===== config.mk =====
export PLATFORM = sky130hd
export DESIGN_NAME = sec_dev_signaller
export DESIGN_NICKNAME = d
export VERILOG_FILES = /design/src/rtl/sec_sig_pkg.sv /design/src/rtl/sec_sig_tick_timer.sv /design/src/rtl/sec_sig_datapath.sv /design/src/rtl/sec_sig_control.sv /design/src/rtl/sec_dev_signaller.sv
export SDC_FILE = /design/constraint.sdc
export NUM_CORES = 1
export LEC_CHECK = 0
export BUFFER_PORTS_ARGS = -buffer_cell sky130_fd_sc_hd__buf_2
export CORE_MARGIN = 2
export CORE_UTILIZATION = 37
export CTS_BUF_LIST = sky130_fd_sc_hd__clkbuf_8
export CTS_CLUSTER_DIAMETER = 30
export DETAILED_ROUTE_END_ITERATION = 12
export PLACE_DENSITY = 0.51
export REMOVE_ABC_BUFFERS = 1
export SETUP_SLACK_MARGIN = 0.2
export SLEW_MARGIN = 0
export SYNTH_ARGS = -nofsm -noshare
export SYNTH_HDL_FRONTEND = slang
export SYNTH_SLANG_ARGS = --single-unit

===== constraint.sdc =====
create_clock -name clk -period 3.4 [get_ports clk]
set_input_delay 1.02 -clock clk [delete_from_list [all_inputs] [get_ports clk]]
set_output_delay 1.02 -clock clk [all_outputs]
set_load 0.03 [all_outputs]

===== src/rtl/sec_sig_pkg.sv =====
package sec_sig_pkg;

  typedef enum logic [1:0] {
    PS_OFF      = 2'd0,
    PS_ANNOUNCE = 2'd1,
    PS_RELEASED = 2'd2
  } presState_t;

  typedef enum logic [1:0] {
    DS_RST_BUSY = 2'd0,
    DS_CMD_BUSY = 2'd1,
    DS_PASSED   = 2'd2
  } diagState_t;

  // strobes from control to datapath
  typedef struct packed {
    logic presRun;
    logic presClr;
    logic diagRun;
    logic diagClr;
    logic diagLongSel;
  } strobes_t;

endpackage


===== src/rtl/sec_sig_tick_timer.sv =====
module sec_sig_tick_timer #(
  parameter int unsigned W = 16
) (
  input  logic         clk,
  input  logic         rst,
  input  logic         clr,
  input  logic         run,
  input  logic         tick,
  input  logic [W-1:0] limit,
  output logic         expired
);

  logic [W-1:0] cnt;

  assign expired = run && tick && (cnt == limit - 1'b1);

  always_ff @(posedge clk) begin
    if (rst || clr) begin
      cnt <= '0;
    end else if (run && tick) begin
      cnt <= expired ? '0 : cnt + 1'b1;
    end
  end

  AST_CNT_BELOW_LIMIT: assert property (@(posedge clk) disable iff (rst)
    run |-> (cnt < limit)) else $error("count passed limit");

endmodule


===== src/rtl/sec_sig_datapath.sv =====
module sec_sig_datapath
  import sec_sig_pkg::*;
#(
  parameter int unsigned CW           = 16,
  parameter int unsigned PRES_HOLD_MS = 31000,
  parameter int unsigned DIAG_RST_MS  = 30000,
  parameter int unsigned DIAG_CMD_MS  = 5000
) (
  input  logic     clk,
  input  logic     rst,
  input  logic     msTick,
  input  logic     actReq,
  input  strobes_t strb,
  output logic     presExpired,
  output logic     diagExpired,
  output logic     actLatched
);

  localparam logic [CW-1:0] PRES_LIM  = CW'(PRES_HOLD_MS);
  localparam logic [CW-1:0] DRST_LIM  = CW'(DIAG_RST_MS);
  localparam logic [CW-1:0] DCMD_LIM  = CW'(DIAG_CMD_MS);

  logic [CW-1:0] diagLimit;
  assign diagLimit = strb.diagLongSel ? DRST_LIM : DCMD_LIM;

  sec_sig_tick_timer #(.W(CW)) presTimer_i (
    .clk     (clk),
    .rst     (rst),
    .clr     (strb.presClr),
    .run     (strb.presRun),
    .tick    (msTick),
    .limit   (PRES_LIM),
    .expired (presExpired)
  );

  sec_sig_tick_timer #(.W(CW)) diagTimer_i (
    .clk     (clk),
    .rst     (rst),
    .clr     (strb.diagClr),
    .run     (strb.diagRun),
    .tick    (msTick),
    .limit   (diagLimit),
    .expired (diagExpired)
  );

  always_ff @(posedge clk) begin
    if (rst) actLatched <= 1'b0;
    else     actLatched <= actReq;
  end

  AST_NO_RUN_AND_CLR: assert property (@(posedge clk) disable iff (rst)
    !(strb.diagRun && strb.diagClr)) else $error("diag timer run with clear");

endmodule


===== src/rtl/sec_sig_control.sv =====
module sec_sig_control
  import sec_sig_pkg::*;
(
  input  logic     clk,
  input  logic     rst,
  input  logic     swRst,
  input  logic     cmdAccepted,
  input  logic     diagCmd,
  input  logic     busy,
  input  logic     presExpired,
  input  logic     diagExpired,
  input  logic     actLatched,
  output strobes_t strb,
  output logic     presDrvLow,
  output logic     diagDrvLow
);

  presState_t presSt, presNext;
  diagState_t diagSt, diagNext;
  logic       diagBusyPhase;
  logic       diagRestart;

  assign diagBusyPhase = (diagSt != DS_PASSED);
  assign diagRestart   = swRst || diagCmd;

  assign strb = '{
    presRun:     (presSt == PS_ANNOUNCE),
    presClr:     (presSt != PS_ANNOUNCE),
    diagRun:     diagBusyPhase && !diagRestart,
    diagClr:     diagRestart,
    diagLongSel: (diagSt == DS_RST_BUSY)
  };

  always_comb begin
    presNext = presSt;
    unique case (presSt)
      PS_OFF:      presNext = PS_ANNOUNCE;
      PS_ANNOUNCE: if (cmdAccepted || presExpired) presNext = PS_RELEASED;
      default:     presNext = PS_RELEASED;
    endcase
  end

  always_comb begin
    diagNext = diagSt;
    if (swRst)                                              diagNext = DS_RST_BUSY;
    else if (diagCmd)                                       diagNext = DS_CMD_BUSY;
    else if (diagBusyPhase && (!busy || diagExpired))       diagNext = DS_PASSED;
  end

  always_ff @(posedge clk) begin
    if (rst) begin
      presSt <= PS_OFF;
      diagSt <= DS_RST_BUSY;
    end else begin
      presSt <= presNext;
      diagSt <= diagNext;
    end
  end

  assign presDrvLow = (presSt == PS_ANNOUNCE) || ((presSt == PS_RELEASED) && actLatched);
  assign diagDrvLow = (diagSt == DS_PASSED);

  AST_RST_RELEASES_LINES: assert property (@(posedge clk) disable iff (rst)
    $past(rst) |-> (!presDrvLow && !diagDrvLow)) else $error("line driven after reset");
  AST_ANNOUNCE_AFTER_RST: assert property (@(posedge clk) disable iff (rst)
    $past(rst) |=> presDrvLow) else $error("no presence announcement");
  AST_SWRST_BUSY: assert property (@(posedge clk) disable iff (rst)
    swRst |=> !diagDrvLow) else $error("swRst did not release diag");
  AST_CMD_BUSY: assert property (@(posedge clk) disable iff (rst)
    (diagCmd && !swRst) |=> !diagDrvLow) else $error("diagCmd did not release diag");
  AST_PASSED_HOLDS: assert property (@(posedge clk) disable iff (rst)
    (diagDrvLow && !swRst && !diagCmd) |=> diagDrvLow) else $error("passed dropped");

endmodule


===== src/rtl/sec_dev_signaller.sv =====
module sec_dev_signaller
  import sec_sig_pkg::*;
#(
  parameter int unsigned PRES_HOLD_MS = 31000,
  parameter int unsigned DIAG_RST_MS  = 30000,
  parameter int unsigned DIAG_CMD_MS  = 5000
) (
  input  logic clk,
  input  logic rst,
  input  logic msTick,
  input  logic swRst,
  input  logic cmdAccepted,
  input  logic diagCmd,
  input  logic busy,
  input  logic actReq,
  output logic presDrvLow,
  output logic diagDrvLow
);

  localparam int unsigned MAX_A = (PRES_HOLD_MS > DIAG_RST_MS) ? PRES_HOLD_MS : DIAG_RST_MS;
  localparam int unsigned MAX_MS = (MAX_A > DIAG_CMD_MS) ? MAX_A : DIAG_CMD_MS;
  localparam int unsigned CW = $clog2(MAX_MS + 1);

  strobes_t strb;
  logic     presExpired;
  logic     diagExpired;
  logic     actLatched;

  sec_sig_control ctrl_i (
    .clk         (clk),
    .rst         (rst),
    .swRst       (swRst),
    .cmdAccepted (cmdAccepted),
    .diagCmd     (diagCmd),
    .busy        (busy),
    .presExpired (presExpired),
    .diagExpired (diagExpired),
    .actLatched  (actLatched),
    .strb        (strb),
    .presDrvLow  (presDrvLow),
    .diagDrvLow  (diagDrvLow)
  );

  sec_sig_datapath #(
    .CW           (CW),
    .PRES_HOLD_MS (PRES_HOLD_MS),
    .DIAG_RST_MS  (DIAG_RST_MS),
    .DIAG_CMD_MS  (DIAG_CMD_MS)
  ) dp_i (
    .clk         (clk),
    .rst         (rst),
    .msTick      (msTick),
    .actReq      (actReq),
    .strb        (strb),
    .presExpired (presExpired),
    .diagExpired (diagExpired),
    .actLatched  (actLatched)
  );

endmodule


## Yosys cells after proc, flatten, opt, wreduce, memory -nomap -nowiden

Index checks and enable logic that the tools add are counted.

- Input port bits: 8
- Output and inout bits: 2
- Word-level logic and storage cells: 44
- Register bits: 35

- Reductions and logical operators: 20
- $add $sub $neg: 3
- Mux-type cells: 7
- Eq/ne operators: 8

Operators with widths:

| operator | count |
|---|---|
| $mux W15 | 3 |
| $add A15 B1 Y15 const B | 2 |
| $eq A15 B15 Y1 | 1 |
| $eq A15 B15 Y1 const B | 1 |
| $sub A15 B1 Y15 const B | 1 |
| $logic_and A1 B1 Y1 | 7 |
| $logic_or A1 B1 Y1 | 6 |
| $eq A2 B2 Y1 const B | 2 |
| $logic_not A2 Y1 | 2 |
| $ne A2 B2 Y1 const B | 2 |
| $pmux W2 S2 | 1 |
| $reduce_or A3 Y1 | 1 |
| $eq A2 B1 Y1 const B | 1 |
| $logic_not A1 Y1 | 2 |
| $mux W1 | 2 |
| $mux W2 | 1 |
| $ne A2 B1 Y1 const B | 1 |
| $reduce_bool A2 Y1 | 1 |
| $reduce_or A2 Y1 | 1 |

## Logic depth before layout (Yosys ltp)

Gate-level depths: netlist (run 1).

- Depth in word-level cells: 9
- Gate-level depth with buffers: 7

## By module

Synthesis (run 1) repeated with hierarchy kept, for this count alone.

- Cells, all modules: 346
- Area, all modules: 2,830.2 µm²

By module, submodules not included:

| module | area each (µm²) | cells each | instances |
|---|---|---|---|
| sec_sig_tick_timer | 1,297.5 | 160 | 2 |
| sec_sig_control | 190.2 | 21 | 1 |
| sec_sig_datapath | 45.0 | 5 | 1 |

## Least setup slack after synthesis (run 1)

OpenSTA, ideal clock, no wires.

- Kind: input port to flip-flop
- Start: input swRst
- End: register dp_i.diagTimer_i.cnt[5]
- Library setup time: 0.074 ns
- Slack: 1.349 ns
- Data arrival time: 1.977 ns
- Cell stages on the path: 4
- Path through: and2b_2 -> nand4_2 -> or3_1 -> a31oi_1

- Longest elaborated chain between the ends: 6

Ends and longest elaborated chain:

| what | RTL line | source |
|---|---|---|
| from (decl) | sec_dev_signaller.sv:11 | `input logic swRst,` |
| $logic_or A1 B1 Y1 (*) | sec_sig_control.sv:24 | `assign diagRestart = swRst \|\| diagCmd;` |
| $logic_not A1 Y1 | sec_sig_control.sv:29 | `diagRun: diagBusyPhase && !diagRestart,` |
| $logic_and A1 B1 Y1 | sec_sig_control.sv:29 |  |
| $logic_and A1 B1 Y1 | sec_sig_tick_timer.sv:15, sec_sig_tick_timer.sv:20 |  |
| $logic_and A1 B1 Y1 | sec_sig_tick_timer.sv:15 | `assign expired = run && tick && (cnt == limit - 1'b1);` |
| $mux W15 | sec_sig_tick_timer.sv:21 | `cnt <= expired ? '0 : cnt + 1'b1;` |
| to (signal assigned) | sec_sig_tick_timer.sv:21 |  |
| to (decl) | sec_sig_tick_timer.sv:13 | `logic [W-1:0] cnt;` |

Every way passes the cells marked *; elsewhere a longest branch is shown, timed or not.
A chain may end at the register's enable or synchronous reset.

## Worst setup path in the final report (run 1)

- Start: register ctrl_i.diagSt[1]
- End: output diagDrvLow

- Longest elaborated chain between the ends: 1

Ends and longest elaborated chain:

| what | RTL line | source |
|---|---|---|
| from (decl) | sec_sig_control.sv:19 | `diagState_t diagSt, diagNext;` |
| from (signal assigned) | sec_sig_control.sv:56 | `diagSt <= diagNext;` |
| $eq A2 B2 Y1 | sec_sig_control.sv:61 | `assign diagDrvLow = (diagSt == DS_PASSED);` |
| to (decl) | sec_dev_signaller.sv:17 | `output logic diagDrvLow` |

No other way between the ends.

==> results of run 1 <==
critical path, stage by stage, from the launching register on:
cell and delay (ns):
dfxtp_1 0.36, or2b_2 0.35, inv_1 0.16, buf_2 0.23
sequential cells by signal, indices dropped and copies added, names as in the netlist:
register / flops
dp_i.presTimer_i.cnt: 15
dp_i.diagTimer_i.cnt: 15
ctrl_i.presSt: 2
ctrl_i.diagSt: 2
dp_i.actLatched: 1
cell type report:
class,count,area share
clock buffers,6,0.04418
well taps,52,0.03481
inverters,6,0.01205
flip-flops and latches,35,0.3748
clock inverters,1,0.002677
multi-input cells,151,0.5074
repair buffers,9,0.02410
power groups by stage:
stage | registers [mW] | clock network, mW | logic, mW
5_1_grt | 0.418 | 0.331 | 0.0399
4_1_cts | 0.418 | 0.313 | 0.0362
3_3_place_gp | 0.427 | 0 | 0.0353
3_5_place_dp | 0.427 | 0 | 0.0361
2_1_floorplan | 0.426 | 0 | 0.0235
6_report | 0.418 | 0.300 | 0.0359
layer usage:
metal  GRT usage  routed length, um  vias up
li1            -                  -      702
met1      0.1935               1670      625
met2      0.2037               1393       14
met3     0.03516                 80        7
met4     0.07547                 76        0
met5           0                  0        -
metrics by stage:
step	hold WS, ns	power [mW]	utilization
after floorplan	0.4458	0.4499	-
after global placement	0.4610	0.4624	0.4092
after detailed placement	0.4745	0.4634	0.4092
after CTS	0.4851	0.7666	0.4293
after global routing	0.5160	0.7888	0.4293
final	0.4830	0.7536	0.4293
final timing paths:
check	endpoint	slack, ns	cells past startpoint
worst min register to register	dp_i.presTimer_i.cnt[1]	0.48	2
worst max-delay path	diagDrvLow	1.0	3
worst max register to register	dp_i.diagTimer_i.cnt[9]	1.60	5
worst min-delay path	dp_i.presTimer_i.cnt[1]	0.48	2
cell usage in the layout, fill, tap and decap left out, types with 2 or more instances in the layout:
cell type and count:
a21oi_1 4, a31oi_1 2, and2_1 2, and3_1 4
buf_2 9, clkbuf_8 6, dfxtp_1 35, ha_1 2
inv_1 6, nand2_1 20, nand2b_1 2, nand3_1 13
nand4_1 6, nand4b_1 3, nor2_1 29, nor3_1 9
nor4bb_1 3, o211ai_1 2, o21a_1 2, o21ai_0 2
or2_2 2, or3_1 3, xnor2_1 5, xor2_1 18
cell families after synthesis:
kind of cell               after synthesis  synth area share
and+or+nand+nor                        108            0.3515
DFF                                     35            0.4170
xor gates and xnor gates                23            0.1199
AOI/OAI and AO/OA                       17           0.07148
buffers and inverters                    8           0.01861
adders and majority gates                2           0.01489
muxes                                    1          0.006701
==> reports/results.tsv, run 1 <==
metric	value	unit
status	finished clean	
num-fill-cells	425	
fin_cells	260	
dp_hpwl	2418	um
first_global_vias	1305	
placedCellCount	253	
tns	0	ns
cts_buffer_depth	2	
dieArea	5097	um^2
first_pass_iters	4	
yosysWarnings	0	
grt-ovfl-total	0	
timing.final.crit_share	0.7060	
htreeDepth	2	
synth_top_area_frac	0.4170	
cts_buffers	5	
worstPathArrival	1.38	ns
gr-usage-all-layers	0.1411	
max_cap_violations	0	
initial_utilization	0.3859	
portBuffers	9	
die_x	71.39	um
synth_ff_type	dfxtp_1	
pre_cts_slack	0.9395	ns
crit_required	2.38	ns
drcViolationCount	0	
ir_drop	0.1497	mV
drt-wirelength-per-cell	12.39	um
fp-row-count	24	
final_max_slew_viol_count	0	
synth_top_cell_by_area	dfxtp_1	
n_antenna_cell	0	
core-area	4354	um^2
synth_most_common_cell	dfxtp_1	
drtIter0Drc	62	
hold_class	reg -> reg	
root_buffer	clkbuf_8	
p_sw	0.1665	mW
rsz0062_at_grt	false	
tritoncts	built	
async_flop_share	0	
swShare	0.2209	
p_leak	0.6276	nW
cp-end-kind	output port	
hold_viol_final	0	
globalplace.congestion	0.8011	
fmax	416.6	MHz
power_frac_seq	0.555	
worstMarginPinSlew	0.6152	ns
setup_slack	0.9998	ns
min_period	2.400	ns
die_h	71.39	um
via_per_inst	5.185	
ys_top_cells_by_area	dfxtp_1 (42%), xor2_1 (9.4%), nor2_1 (6.5%), nand2_1 (4.5%), nand3_1 (3.9%)	
synth_edf_count	0	
fin_area	1869	um^2
crit_type	reg -> out	
layout-drive-gt1-share	0.1394	
synthCells	194	
drt_wl_total	3221	um
min-delay-start	dp_i.presTimer_i.cnt[1]	
num_vias	1348	
hold_buffers	0	
multiInputGateArea	948.4	um^2
power_frac_comb	0.048	
antenna_left	0	
synth_seq_cells	35	
crit_fanout	4	
post_cts_buffers	0	
io_pins	10	
avgSynthCellArea	8.662	um^2
clk_pin_slew_worst_paths	0.07	ns
synth_commonest_cells	dfxtp_1 (35), nor2_1 (29), nand2_1 (20)	
internal_power	0.5871	mW
area_growth	11.24	%
startpoint_type	flip-flop	
yosysSeqAreaShare	0.4170	
slew_headroom	0.5867	
syn-cell-area	1680	um^2
skew	0.003779	ns
finish.net_count	218	
rr_startpoint	dp_i.diagTimer_i.cnt[10]	
startpoint	ctrl_i.diagSt[1]	
power_density	403.1	nW/um^2
ys_types	42	
placed_area	1782	um^2
post_cts_resized	0	
grt_max_degree	13	
setup_viol	0	
antenna_found_initial	0	
clkLatencyLatePin	0.28	ns
cts_num_sinks	35	
seqCellArea	700.7	um^2
clkPwrFrac	0.398	
grt_first_pass_wirelength	5706	um
(Power assumes the default switching activity.)
==> run 2, diff against run 1 <==
==> constraint.sdc (replaced) <==
create_clock -name clk -period 2.25 [get_ports clk]
set_input_delay 0.675 -clock clk [delete_from_list [all_inputs] [get_ports clk]]
set_output_delay 0.675 -clock clk [all_outputs]
set_load 0.03 [all_outputs]
==> reports/results.tsv, run 2 (synthesized netlist as in run 1, its figures left out) <==
metric	value	unit	change
worstMarginPinSlew	0.4578	ns	-0.1574 ns
rrSetupSlack	0.39	ns	-1.21 ns
die_x	71.39	um	unchanged
critPathSlowestCell	dfxtp_2		
status	finished clean		
power_density	589.9	nW/um^2	+46%
power	1.114	mW	+48%
clkLatencyLatePin	0.28	ns	about the same
cp_cell_sequence	or2b_2, inv_2, clkbuf_4		
setup_viol	0		unchanged
crit_required	1.57	ns	-0.81 ns
p_leak	0.6450	nW	+2.8%
final_cell_mix	dfxtp_1 (34), nor2_1 (29), nand2_1 (20)		
min-delay-start	dp_i.presTimer_i.cnt[1]		
startpoint	ctrl_i.diagSt[1]		
antenna_found_initial	0		unchanged
cts_buffer_depth	2		unchanged
crit_fanout	4		unchanged
drcViolationCount	0		unchanged
reg2reg_to	dp_i.diagTimer_i.cnt[7]		
rr_startpoint	dp_i.diagTimer_i.cnt[10]		
hold_depth	2		unchanged
holdPathEnd	dp_i.presTimer_i.cnt[1]		
portBuffers	9		unchanged
htreeDepth	2		unchanged
n_antenna_cell	0		unchanged
io_pins	10		unchanged
r2r_cells	5		unchanged
hold_viol_final	0		unchanged
first_global_vias	1319		+1.1%
drt-wirelength-per-cell	12.52	um	+1.1%
tns	0	ns	unchanged
antenna_left	0		unchanged
crit_type	reg -> out		
layout-drive-gt1-share	0.1557		+0.01624
fin_area	1889	um^2	+1.1%
worstPathArrival	1.26	ns	-0.12 ns
startpoint_type	flip-flop		
globalplace.congestion	0.7696		-3.9%
rsz0062_at_grt	false		
crit_buf_inv	2		unchanged
drt_wl_total	3305	um	+2.6%
timing.final.crit_share	0.8609		
busiest_layer	met2		
gr-usage-all-layers	0.1479		+0.006730
use_met2	0.2160		+0.01235
grtUsageMet3	0.03657		+0.001406
clk_pin_slew_worst_paths	0.07	ns	about the same
grt-ovfl-total	0		unchanged
utilization	0.4339		+0.004598
core-area	4354	um^2	unchanged
final_max_slew_viol_count	0		unchanged
num_vias	1384		+2.7%
area_growth	12.43	%	
grt_first_pass_wirelength	5975	um	+4.7%
grt_max_degree	13		unchanged
max_cap_violations	0		unchanged
cts_num_sinks	35		unchanged
fmax	516.3	MHz	
die_h	71.39	um	unchanged
hold_class	reg -> reg		
cp-end-kind	output port		
initial_utilization	0.3859		unchanged
ir_drop	0.2335	mV	+56%
mostFrequentLayoutCell	dfxtp_1		
root_buffer	clkbuf_8		
placed_area	1804	um^2	+1.3%
slowest_delay	0.35	ns	about the same
cts_buffers	5		unchanged
crit_family	flip-flops		
fin_hold_ws	0.4798	ns	-0.003190 ns
drtIter0Drc	89		+44%
first_pass_iters	4		unchanged
top_regs	dp_i.diagTimer_i.cnt x15, dp_i.presTimer_i.cnt x15		
dp_hpwl	2398	um	-0.84%
skew	0.009001	ns	+0.005222 ns
gr-usage-met1	0.2060		+0.01247
finish.net_count	221		+1.4%
dieArea	5097	um^2	unchanged
fp-row-count	24		unchanged
tritoncts	built		
via_per_inst	5.242		+1.1%
min_period	1.937	ns	
slew_headroom	0.6948		+0.1080
[run 2: cell types whose count changed in the layout (fill, tap and decap cells not counted), sizes merged]
cell / delta
buf: +2
inv: +2
[run 2: per-layer routing]
metal | up-vias | part of all wire
met1 | 647 | 0.52
met5 | - | 0
met2 | 22 | 0.42
li1 | 708 | -
met3 | 7 | 0.035
met4 | 0 | 0.019
[run 2: stage by stage]
stage / std cells / setup WS (ns)
global placement: 256 / 0.3557
floorplan: 192 / 0.5437
detailed placement: 256 / 0.3188
global route: 264 / 0.2349
finish: 264 / 0.3130
CTS: 264 / 0.2043
[run 2: timing repair]
action / 4_1_cts / 5_1_grt
resized for setup: 0 / 3
endpoints found under the setup margin: 0 / 1
hold buffers: 0 / 0
buffers inserted: 0 / 0
[run 2: how the worst max path moves through the flow]
stage                                         end  slack, ns  depth (start not counted)
final                                  diagDrvLow       0.31                          3
after global routing                   diagDrvLow       0.23                          3
after CTS                              diagDrvLow       0.20                          3
after detailed placement  dp_i.diagTimer_i.cnt[5]       0.32                          5
after floorplan           dp_i.diagTimer_i.cnt[5]       0.54                          4
after global placement    dp_i.diagTimer_i.cnt[5]       0.36                          5
[run 2: worst reg2reg max path, cell delays in order, from the launching register on]
cell	delay [ns]
dfxtp_1	0.36
or4_1	0.55
nor4_2	0.27
o21ai_2	0.19
o21ai_4	0.30
nor2_1	0.08
[run 2: power breakdown]
part           switching, mW  total [mW]  internal (mW)  leakage, nW
clock network          0.220       0.429          0.208       0.0505
logic                 0.0329      0.0545         0.0215        0.311
registers            0.00546       0.631          0.626        0.283
[run 2: final cells by class]
type,count,area (um^2)
clock buffers,5,68.82
clock inverters,3,12.51
fillers,426,2465
inverters,6,22.52
multi-input cells,151,948.4
flip-flops and latches,35,701.9
well taps,52,65.06
repair buffers,12,70.07
==> run 3, diff against run 2 <==
--- a/config.mk
+++ b/config.mk
@@ -7,11 +7,11 @@
 export LEC_CHECK = 0
 export BUFFER_PORTS_ARGS = -buffer_cell sky130_fd_sc_hd__buf_2
 export CORE_MARGIN = 2
-export CORE_UTILIZATION = 37
+export CORE_UTILIZATION = 41
 export CTS_BUF_LIST = sky130_fd_sc_hd__clkbuf_8
 export CTS_CLUSTER_DIAMETER = 30
 export DETAILED_ROUTE_END_ITERATION = 12
-export PLACE_DENSITY = 0.51
+export PLACE_DENSITY = 0.55
 export REMOVE_ABC_BUFFERS = 1
 export SETUP_SLACK_MARGIN = 0.2
 export SLEW_MARGIN = 0
==> reports/results.tsv, run 3 (synthesized netlist as in run 1, its figures left out) <==
metric	value	unit	change
status	finished clean		
hold_viol_final	0		unchanged
cts_num_sinks	35		unchanged
power	1.119	mW	+0.40%
gr-usage-all-layers	0.1581		+0.01019
finish.net_count	222		+0.45%
final_cell_mix	dfxtp_1 (35), nor2_1 (29), nand2_1 (20)		
ir_drop	0.2813	mV	+20%
fmax	508.5	MHz	-1.5%
hold_class	reg -> reg		
hold_buffers	0		unchanged
drt_wl_total	3226	um	-2.4%
initial_utilization	0.4231		+0.03721
slew_headroom	0.6531		-0.04166
grt_first_pass_wirelength	5375	um	-10%
core-area	3971	um^2	-8.8%
critPathSlowestCell	dfxtp_1		
cts_buffers	5		unchanged
drt-wirelength-per-cell	12.27	um	-2.0%
grt-ovfl-total	0		unchanged
htreeDepth	2		unchanged
setup_slack	0.2833	ns	-0.02978 ns
antenna_found_initial	0		unchanged
fin_hold_ws	0.4776	ns	-0.002233 ns
portBuffers	9		unchanged
die_h	68.02	um	-4.7%
layout-drive-gt1-share	0.1643		+0.008659
p_leak	0.6472	nW	+0.34%
num_vias	1371		-0.94%
first_global_vias	1253		-5.0%
area_growth	12.81	%	
placedCellCount	255		-0.39%
crit_required	1.57	ns	about the same
fin_cells	263		-0.38%
worstPathArrival	1.29	ns	+0.03 ns
min_period	1.967	ns	+0.02978 ns
drtIter0Drc	52		-42%
max_cap_violations	0		unchanged
grt_max_degree	13		unchanged
clk_pin_slew_worst_paths	0.07	ns	about the same
tritoncts	built		
via_per_inst	5.213		-0.56%
dp_hpwl	2392	um	-0.25%
slowest_delay	0.35	ns	about the same
final_max_slew_viol_count	0		unchanged
cp_cell_sequence	or2b_2, inv_2, clkbuf_4		
root_buffer	clkbuf_8		
first_pass_iters	4		unchanged
skew	0.005465	ns	-0.003536 ns
crit_type	reg -> out		
cp-end-kind	output port		
mostFrequentLayoutCell	dfxtp_1		
worstMarginPinSlew	0.5163	ns	+0.05858 ns
die_x	68.02	um	-4.7%
crit_family	flip-flops		
fp-row-count	23		-4.2%
antenna_left	0		unchanged
pre_cts_slack	0.3137	ns	-0.005107 ns
timing.final.crit_share	0.8741		+0.01323
cts_buffer_depth	2		unchanged
crit_fanout	4		unchanged
setup_viol	0		unchanged
globalplace.congestion	0.7834		+1.8%
rsz0062_at_grt	false		
dieArea	4627	um^2	-9.2%
io_pins	10		unchanged
tns	0	ns	unchanged
startpoint_type	flip-flop		
power_density	590.3	nW/um^2	about the same
n_antenna_cell	0		unchanged
clkLatencyLatePin	0.28	ns	about the same
top_regs	dp_i.diagTimer_i.cnt x15, dp_i.presTimer_i.cnt x15		
drcViolationCount	0		unchanged
crit_buf_inv	2		unchanged
[run 3: cell type report]
cell class / instances / area (um^2)
multi-input cells: 151 / 948.4
clock buffers: 5 / 68.82
fillers: 381 / 2076
inverters: 6 / 22.52
clock inverters: 3 / 15.01
well taps: 50 / 62.56
flip-flops and latches: 35 / 700.7
repair buffers: 13 / 77.57
[run 3: worst paths after layout]
path                                            endpoint                     start  slack (ns)  cells past startpoint
worst max-delay path                          diagDrvLow          ctrl_i.diagSt[1]        0.28                      3
worst min-delay path             dp_i.presTimer_i.cnt[1]   dp_i.presTimer_i.cnt[1]        0.48                      2
worst max register to register  dp_i.diagTimer_i.cnt[10]  dp_i.diagTimer_i.cnt[10]        0.40                      5
worst min register to register   dp_i.presTimer_i.cnt[1]   dp_i.presTimer_i.cnt[1]        0.48                      2
[run 3: timing repair]
action / 4_1_cts / 5_1_grt
setup buffers: 0 / 0
resized for setup: 0 / 2
setup endpoints to repair: 0 / 1
endpoints found under the hold margin: 0 / 0
[run 3: stage by stage]
step / area (um^2) / utilization
after global placement: 1809 / 0.4556
final: 1896 / 0.4773
after CTS: 1893 / 0.4767
after floorplan: 1672 / -
after global routing: 1896 / 0.4773
after detailed placement: 1809 / 0.4556
[run 3: worst reg2reg max path: stages (launching register included)]
cell and delay, ns:
dfxtp_1 0.35, or4_1 0.53, nor4_2 0.27, o21ai_2 0.20, o21ai_4 0.30, nor2_1 0.09
[run 3: metal layers]
metal | share of wire | track usage | vias to the layer above | wire, um
met4 | 0.0077 | 0.07750 | 0 | 25
li1 | - | - | 710 | -
met2 | 0.50 | 0.2561 | 14 | 1604
met3 | 0.027 | 0.05921 | 2 | 88
met5 | 0 | 0 | - | 0
met1 | 0.47 | 0.1825 | 645 | 1507
[run 3: report_power, final]
group	internal (mW)	total (mW)	switching, mW	leakage (nW)
clock	0.212	0.433	0.222	0.0477
sequential	0.626	0.631	0.00551	0.283
combinational	0.0215	0.0543	0.0328	0.317
